$ cat config.mk
export PLATFORM = sky130hd
export DESIGN_NAME = vecint_ctrl
export DESIGN_NICKNAME = d
export VERILOG_FILES = /design/src/rtl/vecint_pkg.sv /design/src/rtl/vecint_capture.sv /design/src/rtl/vecint_regs.sv /design/src/rtl/vecint_prio.sv /design/src/rtl/vecint_ctrl.sv
export SDC_FILE = /design/constraint.sdc
export NUM_CORES = 1
export LEC_CHECK = 0
export ABC_CLOCK_PERIOD_IN_PS = 6400
export BUFFER_PORTS_ARGS = -buffer_cell sky130_fd_sc_hd__buf_4
export CAP_MARGIN = 10
export CELL_PAD_IN_SITES_DETAIL_PLACEMENT = 1
export CELL_PAD_IN_SITES_GLOBAL_PLACEMENT = 1
export CORE_MARGIN = 2
export CORE_UTILIZATION = 46
export CTS_BUF_LIST = sky130_fd_sc_hd__clkbuf_8
export DETAILED_ROUTE_END_ITERATION = 10
export HOLD_SLACK_MARGIN = 0.06
export PLACE_DENSITY = 0.85
export SLEW_MARGIN = 20
export SYNTH_ARGS = -nofsm -noshare
export SYNTH_HDL_FRONTEND = slang
export SYNTH_SLANG_ARGS = --single-unit
$ cat constraint.sdc
create_clock -name clk -period 6.4 [get_ports clk]
set_clock_uncertainty 0.2 [all_clocks]
set_input_delay 1.28 -clock clk [delete_from_list [all_inputs] [get_ports clk]]
set_output_delay 1.28 -clock clk [all_outputs]
set_load 0.05 [all_outputs]
$ cat src/rtl/vecint_pkg.sv
package vecint_pkg;

  localparam int DATA_W = 32;

  typedef enum logic [2:0] {
    OFS_STATUS = 3'd0,
    OFS_PEND   = 3'd1,
    OFS_ENABLE = 3'd2,
    OFS_ACK    = 3'd3,
    OFS_SETEN  = 3'd4,
    OFS_CLREN  = 3'd5,
    OFS_VECTOR = 3'd6,
    OFS_MASTER = 3'd7
  } reg_ofs_e;

endpackage

$ cat src/rtl/vecint_capture.sv
module vecint_capture #(
  parameter int          NUM_SRC   = 32,
  parameter logic [31:0] EDGE_KIND = 32'h0000_FFFF
) (
  input  logic               clk,
  input  logic               rst_n,
  input  logic [NUM_SRC-1:0] irq_in,
  input  logic               ack_we,
  input  logic [NUM_SRC-1:0] ack_mask,
  output logic [NUM_SRC-1:0] status
);

  logic [NUM_SRC-1:0] meta_q, sync_q, prev_q;
  logic [NUM_SRC-1:0] rise_vec, set_vec, status_d;
  logic [NUM_SRC-1:0] level_mask;
  logic               status_en;

  assign rise_vec = sync_q & ~prev_q;

  for (genvar i = 0; i < NUM_SRC; i++) begin : g_kind
    if (EDGE_KIND[i]) begin : g_edge
      assign set_vec[i]    = rise_vec[i];
      assign level_mask[i] = 1'b0;
    end else begin : g_level
      assign set_vec[i]    = sync_q[i];
      assign level_mask[i] = 1'b1;
    end
  end

  always_ff @(posedge clk or negedge rst_n) begin
    if (!rst_n) begin
      meta_q <= '0;
      sync_q <= '0;
      prev_q <= '0;
    end else begin
      meta_q <= irq_in;
      sync_q <= meta_q;
      prev_q <= sync_q;
    end
  end

  always_comb begin
    status_en = ack_we | (|set_vec);
    status_d  = status;
    if (ack_we) status_d = status_d & ~ack_mask;
    status_d  = status_d | set_vec;
  end

  always_ff @(posedge clk or negedge rst_n) begin
    if (!rst_n)         status <= '0;
    else if (status_en) status <= status_d;
  end

  p_ack_clears_r3: assert property (@(posedge clk) disable iff (!rst_n)
    ack_we |=> ((status & $past(ack_mask & ~set_vec)) == '0));

  p_level_latch_r4: assert property (@(posedge clk) disable iff (!rst_n)
    ((sync_q & level_mask) != '0) |=>
      ((status & $past(sync_q & level_mask)) == $past(sync_q & level_mask)));

endmodule

$ cat src/rtl/vecint_regs.sv
module vecint_regs #(
  parameter int NUM_SRC = 32
) (
  input  logic               clk,
  input  logic               rst_n,
  input  logic               en_wr,
  input  logic               set_wr,
  input  logic               clr_wr,
  input  logic               mst_wr,
  input  logic [NUM_SRC-1:0] wmask,
  input  logic [1:0]         wmst,
  output logic [NUM_SRC-1:0] enable,
  output logic [1:0]         master
);

  logic [NUM_SRC-1:0] enable_d;
  logic               enable_en;

  always_comb begin
    enable_en = en_wr | set_wr | clr_wr;
    enable_d  = enable;
    if (en_wr)       enable_d = wmask;
    else if (set_wr) enable_d = enable | wmask;
    else if (clr_wr) enable_d = enable & ~wmask;
  end

  always_ff @(posedge clk or negedge rst_n) begin
    if (!rst_n)         enable <= '0;
    else if (enable_en) enable <= enable_d;
  end

  always_ff @(posedge clk or negedge rst_n) begin
    if (!rst_n)      master <= 2'b00;
    else if (mst_wr) master <= wmst;
  end

  p_set_enable_r2: assert property (@(posedge clk) disable iff (!rst_n)
    set_wr |=> (((enable & $past(wmask)) == $past(wmask)) &&
               ((enable & ~$past(wmask)) == ($past(enable) & ~$past(wmask)))));

  p_clr_enable_r2: assert property (@(posedge clk) disable iff (!rst_n)
    clr_wr |=> (((enable & $past(wmask)) == '0) &&
               ((enable & ~$past(wmask)) == ($past(enable) & ~$past(wmask)))));

endmodule

$ cat src/rtl/vecint_prio.sv
module vecint_prio #(
  parameter int NUM_SRC = 32,
  parameter int IDX_W   = (NUM_SRC > 1) ? $clog2(NUM_SRC) : 1
) (
  input  logic [NUM_SRC-1:0] pending,
  output logic               found,
  output logic [IDX_W-1:0]   index
);

  always_comb begin
    found = 1'b0;
    index = '0;
    for (int i = NUM_SRC - 1; i >= 0; i--) begin
      if (pending[i]) begin
        found = 1'b1;
        index = IDX_W'(i);
      end
    end
  end

endmodule

$ cat src/rtl/vecint_ctrl.sv
module vecint_ctrl
  import vecint_pkg::*;
#(
  parameter int          NUM_SRC   = 32,
  parameter logic [31:0] EDGE_KIND = 32'h0000_FFFF
) (
  input  logic               clk,
  input  logic               rst_n,
  input  logic               reg_we,
  input  logic [2:0]         reg_addr,
  input  logic [31:0]        reg_wdata,
  output logic [31:0]        reg_rdata,
  input  logic [NUM_SRC-1:0] irq_in,
  output logic               irq_out
);

  localparam int IDX_W = (NUM_SRC > 1) ? $clog2(NUM_SRC) : 1;

  logic               rst_meta_q, rst_sync_n;
  logic [NUM_SRC-1:0] status, enable, pending;
  logic [1:0]         master;
  logic               vec_found;
  logic [IDX_W-1:0]   vec_index;
  logic [DATA_W-1:0]  vector;
  logic               ack_we, en_wr, set_wr, clr_wr, mst_wr;

  always_ff @(posedge clk or negedge rst_n) begin
    if (!rst_n) begin
      rst_meta_q <= 1'b0;
      rst_sync_n <= 1'b0;
    end else begin
      rst_meta_q <= 1'b1;
      rst_sync_n <= rst_meta_q;
    end
  end

  always_comb begin
    ack_we = reg_we && (reg_addr == OFS_ACK);
    en_wr  = reg_we && (reg_addr == OFS_ENABLE);
    set_wr = reg_we && (reg_addr == OFS_SETEN);
    clr_wr = reg_we && (reg_addr == OFS_CLREN);
    mst_wr = reg_we && (reg_addr == OFS_MASTER);
  end

  vecint_capture #(.NUM_SRC(NUM_SRC), .EDGE_KIND(EDGE_KIND)) u_capture (
    .clk      (clk),
    .rst_n    (rst_sync_n),
    .irq_in   (irq_in),
    .ack_we   (ack_we),
    .ack_mask (reg_wdata[NUM_SRC-1:0]),
    .status   (status)
  );

  vecint_regs #(.NUM_SRC(NUM_SRC)) u_regs (
    .clk    (clk),
    .rst_n  (rst_sync_n),
    .en_wr  (en_wr),
    .set_wr (set_wr),
    .clr_wr (clr_wr),
    .mst_wr (mst_wr),
    .wmask  (reg_wdata[NUM_SRC-1:0]),
    .wmst   (reg_wdata[1:0]),
    .enable (enable),
    .master (master)
  );

  assign pending = status & enable;

  vecint_prio #(.NUM_SRC(NUM_SRC), .IDX_W(IDX_W)) u_prio (
    .pending (pending),
    .found   (vec_found),
    .index   (vec_index)
  );

  assign vector  = vec_found ? DATA_W'(vec_index) : '1;
  assign irq_out = (|pending) && (master == 2'b11);

  always_comb begin
    unique case (reg_addr)
      OFS_STATUS: reg_rdata = DATA_W'(status);
      OFS_PEND:   reg_rdata = DATA_W'(pending);
      OFS_ENABLE: reg_rdata = DATA_W'(enable);
      OFS_VECTOR: reg_rdata = vector;
      OFS_MASTER: reg_rdata = DATA_W'(master);
      default:    reg_rdata = '0;
    endcase
  end

  p_vec_pending_r8: assert property (@(posedge clk) disable iff (!rst_sync_n)
    (vector != '1) |-> pending[vec_index]);

  p_irq_needs_vec_r7: assert property (@(posedge clk) disable iff (!rst_sync_n)
    irq_out |-> (vector != '1));

  p_reset_quiet_r1: assert property (@(posedge clk) disable iff (!rst_n)
    $rose(rst_sync_n) |-> (!irq_out && (master == 2'b00) && (enable == '0)));

endmodule

# Word level (Yosys, flattened, before mapping)
# Cells that the tools add are included.
# op_classes
n_reduce_logical,11
n_bitwise,11
eq_ne,8
muxes,70
# op_table
operator,count
32-bit 2-to-1 mux,5
5-bit 2-to-1 mux,32
32-bit case mux with 5 select lines,1
32-bit bitwise AND,3
32-bit bitwise OR,2
32-bit OR reduction,2
1-bit 2-to-1 mux,32
32-bit inverter,1
16-bit bitwise AND,1
16-bit inverter,1
3-bit equality test (second input constant),4
3-bit by 2-bit equality test with 1-bit output (second input constant),2
1-bit logical AND,6
3-bit by 1-bit equality test with 1-bit output (second input constant),1
3-bit zero test,1
1-bit bitwise OR,3
3-bit nonzero test,1
2-bit equality test (second input constant),1
2-bit AND reduction,1
# totals
word_cells,108
ff_bits,148
in_bits,70
out_inout_bits,33

# Logic depth before layout (Yosys ltp)
# depth
ltp_word,35
ltp_mapped,7

# Modules after synthesis
# From an unflattened synthesis, not the netlist that was laid out.
# hier_totals
cells_unflattened,563
hier_area_um2,6246.0
# modules_own_cells
mod,n_inst,area_each_um2,cells_per_inst,seq_area_each_um2
vecint_capture,1,3276.9,195,2802.7
vecint_regs,1,1398.8,112,850.8
vecint_ctrl,1,1199.9,191,50.0
vecint_prio,1,370.4,65,0.0

# Worst setup path after synthesis
# Ideal clock, no wire load.
# synth_path
path_kind,input port to output port
start,input port reg_addr[0]
end,output port reg_rdata[19]
t_arrival_ns,2.841
stages,5
required_time_ns,4.920
slack_ns,2.079
path_cell_list,buf_2 -> nor2_1 -> clkbuf_1 -> a22oi_1 -> o21ai_1
# synth_between
elab_chain_len,2
# synth_lines
element,line,rtl
start: declaration,vecint_ctrl.sv:10,"input logic [2:0] reg_addr,"
3-bit equality test (tied with other cells),vecint_ctrl.sv:79,unique case (reg_addr)
32-bit case mux with 5 select lines *,vecint_ctrl.sv:79,
end: declaration,vecint_ctrl.sv:12,"output logic [31:0] reg_rdata,"
# Every way passes the cells marked *; elsewhere a longest branch is shown, timed or not.

# Worst setup path in the final report
# layout_path
start,input port reg_addr[2]
end,output port reg_rdata[30]
# Same word-level chain as after synthesis.

==> key figures <==
Route
  • Detail Route Antenna Nets: 0
  • Vias: 4872
  • DR iter-0 viols: ~460
  • Post-DR wirelength/cell: 20.6 um
  • # DRC: 0
  • Initial DRT Pass Iterations: 5
  • Vias/cell: 5.83
  • Final wirelength: approximately 17000 um

Clock network
  • Clock latency on the worst-skew pair: 0.45 ns
  • CTS tree: yes
  • TritonCTS Sinks: around 150
  • Post-cts resize count: 0
  • Clock root buffer: clkbuf_8
  • Setup bufs post-CTS: 0
  • Clock Tree Buf Depth: 2
  • Inserted Clock Buffers: 17
  • Htree depth: 4
  • CTS clock-pin slew for the worst setup and hold paths: 0.08 ns
  • Hold_buf cts: 0

Synth
  • Sequential area share after synthesis: 0.599
  • Main combinational cell family by area after synthesis: compound AO/OA/AOI/OAI gates
  • Synth Net Count: 620
  • Synth top area cells: dfrtp_1, o21ai_0, a22o_1, nand2_1, a22oi_1
  • Syn_area_per_cell: 11.2 um^2
  • Synth Area in Compound Gates: 0.251
  • Post-Synth Simple-Gate Area: 0.0979
  • Synth Register Bits: 148
  • Top cell type's share of synthesized area: 0.599
  • Post-synth ARST share: 1.00
  • Synth Cell Area: 6190 um^2
  • Adder-cell share of the synthesized area: 0
  • Post-Synthesis Cells: between 500 and 600
  • Predominant post-synthesis flop cell: dfrtp_1
  • Distinct cells, synth: 48
  • Multiplexer share of the synthesized area: 0.00364
  • Yosys warns: 0
  • Post-synth EDFFs: 0
  • Leading area contributor after synthesis: dfrtp_1
  • Post-Synth XOR/XNOR Area: 0

STA
  • Final Slew Violations: 0
  • Final Cycle Share: 0.772
  • Max frequency: between 200 and 250 MHz
  • Worst rel slew slack: 0.265
  • Setup_tns: 0 ns
  • Min cycle time layout: around 4.9 ns
  • RSZ-0062 raised after global routing: no
  • # setup viols final: 0
  • Final Hold Vio Count: 0
  • Worst-Margin Slew: 1.10 ns

Run
  • Max-cap violations: 0

Floorplan
  • CORE AREA: 13200 um^2
  • Row count: 42
  • Die H: approximately 120 um
  • Starting Density: 0.469
  • Total I/O pin count: a little over 100
  • Die X: 120 um
  • Die area: about 14000 um^2

Critical path
  • CP max FO: 37
  • CP startpoint kind: primary input
  • CP endpoint kind: output port
  • Worst Path Required: just under 5 ns
  • Crit path kind: in -> out
  • CP arrival: 3.46 ns

Power and ir drop
  • Static Leak: 3.44 nW
  • VDD IR-drop max: 0.288 mV
  • P_int: 0.00159 W
  • Net Sw Frac: 0.312
  • Sequential share of power: 0.474
  • Clk pwr share: 0.334
  • Pwr Density: 309 nW/um^2
  • Comb pwr share: 0.192
  • Switching power: 0.000722 W

Global route
  • Vias in the first global route: ~5400
  • Initial antenna violation count: 0
  • First-pass GRT wire length: 28200 um
  • Grt total ovfl: 0
  • GRT Total Usage: 0.254
  • Pin count of the biggest net entering global routing: 84

Finish
  • Final Instance Area: 7470 um^2
  • Most frequent cells in the layout: dfrtp_1, buf_4, o21ai_0
  • Layout cell share with drive strength beyond 1: 0.269
  • ANT cells: 0
  • Filler instances: 1412
  • Post-layout nets: 717
  • P&R area growth vs syn: 20.8%
  • Most common cell after layout, fill and taps aside: dfrtp_1

Place
  • I/O Buffers: about 100
  • Area after DPL: roughly 7000 um^2
  • GP Congestion: 0.855
  • Dpl hpwl: approximately 12000 um

Run status
  • Outcome: complete, no violations

Worst hold path
  • Hold Crit Class: reg -> reg
-- per-layer routing --
metal  vias to the layer above  GRT usage  part of all wire
li1                       2180          -                 -
met1                      2535      0.307              0.41
met2                       128      0.432              0.52
met3                        29     0.0703             0.051
met4                         0     0.0993             0.024
met5                         -          0                 0
-- worst paths after layout --
check	to	from	cells past startpoint	slack [ns]
min in group asynchronous	u_capture.sync_q[17]	rst_sync_n	0	0.22
worst max register to register	async pin	rst_sync_n	1	4.51
worst max-delay path	reg_rdata[30]	reg_addr[2]	5	1.46
max in group asynchronous	async pin	rst_sync_n	1	4.51
worst min-delay path	u_capture.sync_q[17]	u_capture.meta_q[17]	0	0.15
worst min register to register	u_capture.sync_q[17]	u_capture.meta_q[17]	0	0.15
-- kinds of logic after synthesis --
| logic type | after synthesis |
|---|---|
| muxes | 2 |
| buffers and inverters | 63 |
| AOI/OAI and AO/OA | 220 |
| DFF | 148 |
| and+or+nand+nor | 116 |
| other | 1 |
-- final cells by class --
cell class | instances | area, um^2 | area share
clock buffer | 18 | 248 | 0.0332
clock inverter | 13 | 173 | 0.0231
inverter | 34 | 128 | 0.0171
multi-input combinational | 339 | 2190 | 0.293
sequential | 148 | 3710 | 0.496
tap | 176 | 220 | 0.0295
timing repair buffer | 107 | 807 | 0.108
-- power groups by stage --
stage	Clock (W)	Sequential (W)	Combinational, W
final	0.000773	0.00110	0.000443
after global routing	0.000824	0.00111	0.000477
after CTS	0.000790	0.00109	0.000443
after detailed placement	0	0.00111	0.000439
after global placement	0	0.00110	0.000426
after floorplan	0	0.00109	0.000297
-- cells in the mapped netlist, types with 13 or more instances --
master	count
a21oi_1	20
a22o_1	35
a22oi_1	25
a32oi_1	18
clkbuf_1	14
dfrtp_1	148
inv_1	32
nand2_1	63
nand2b_1	16
o21ai_0	64
o21ai_2	18
or2_1	13
-- worst max-delay path, cell delays in order --
cell and delay [ns]:
buf_4 0.46, and3_1 0.36, nand3_2 0.74, o21ai_1 0.35
buf_4 0.25
-- through the flow --
stage / power, W / hold WS, ns / instances / setup WS [ns] / util
after CTS: 0.00233 / 0.149 / 835 / 1.44 / 0.566
after global placement: 0.00153 / 0.131 / 804 / 1.59 / 0.534
after global routing: 0.00241 / 0.150 / 835 / 1.24 / 0.566
after floorplan: 0.00139 / 0.131 / 550 / 1.77 / -
final: 0.00231 / 0.148 / 835 / 1.46 / 0.566
after detailed placement: 0.00155 / 0.136 / 804 / 1.41 / 0.534
Power figures use the tool's default switching activity.
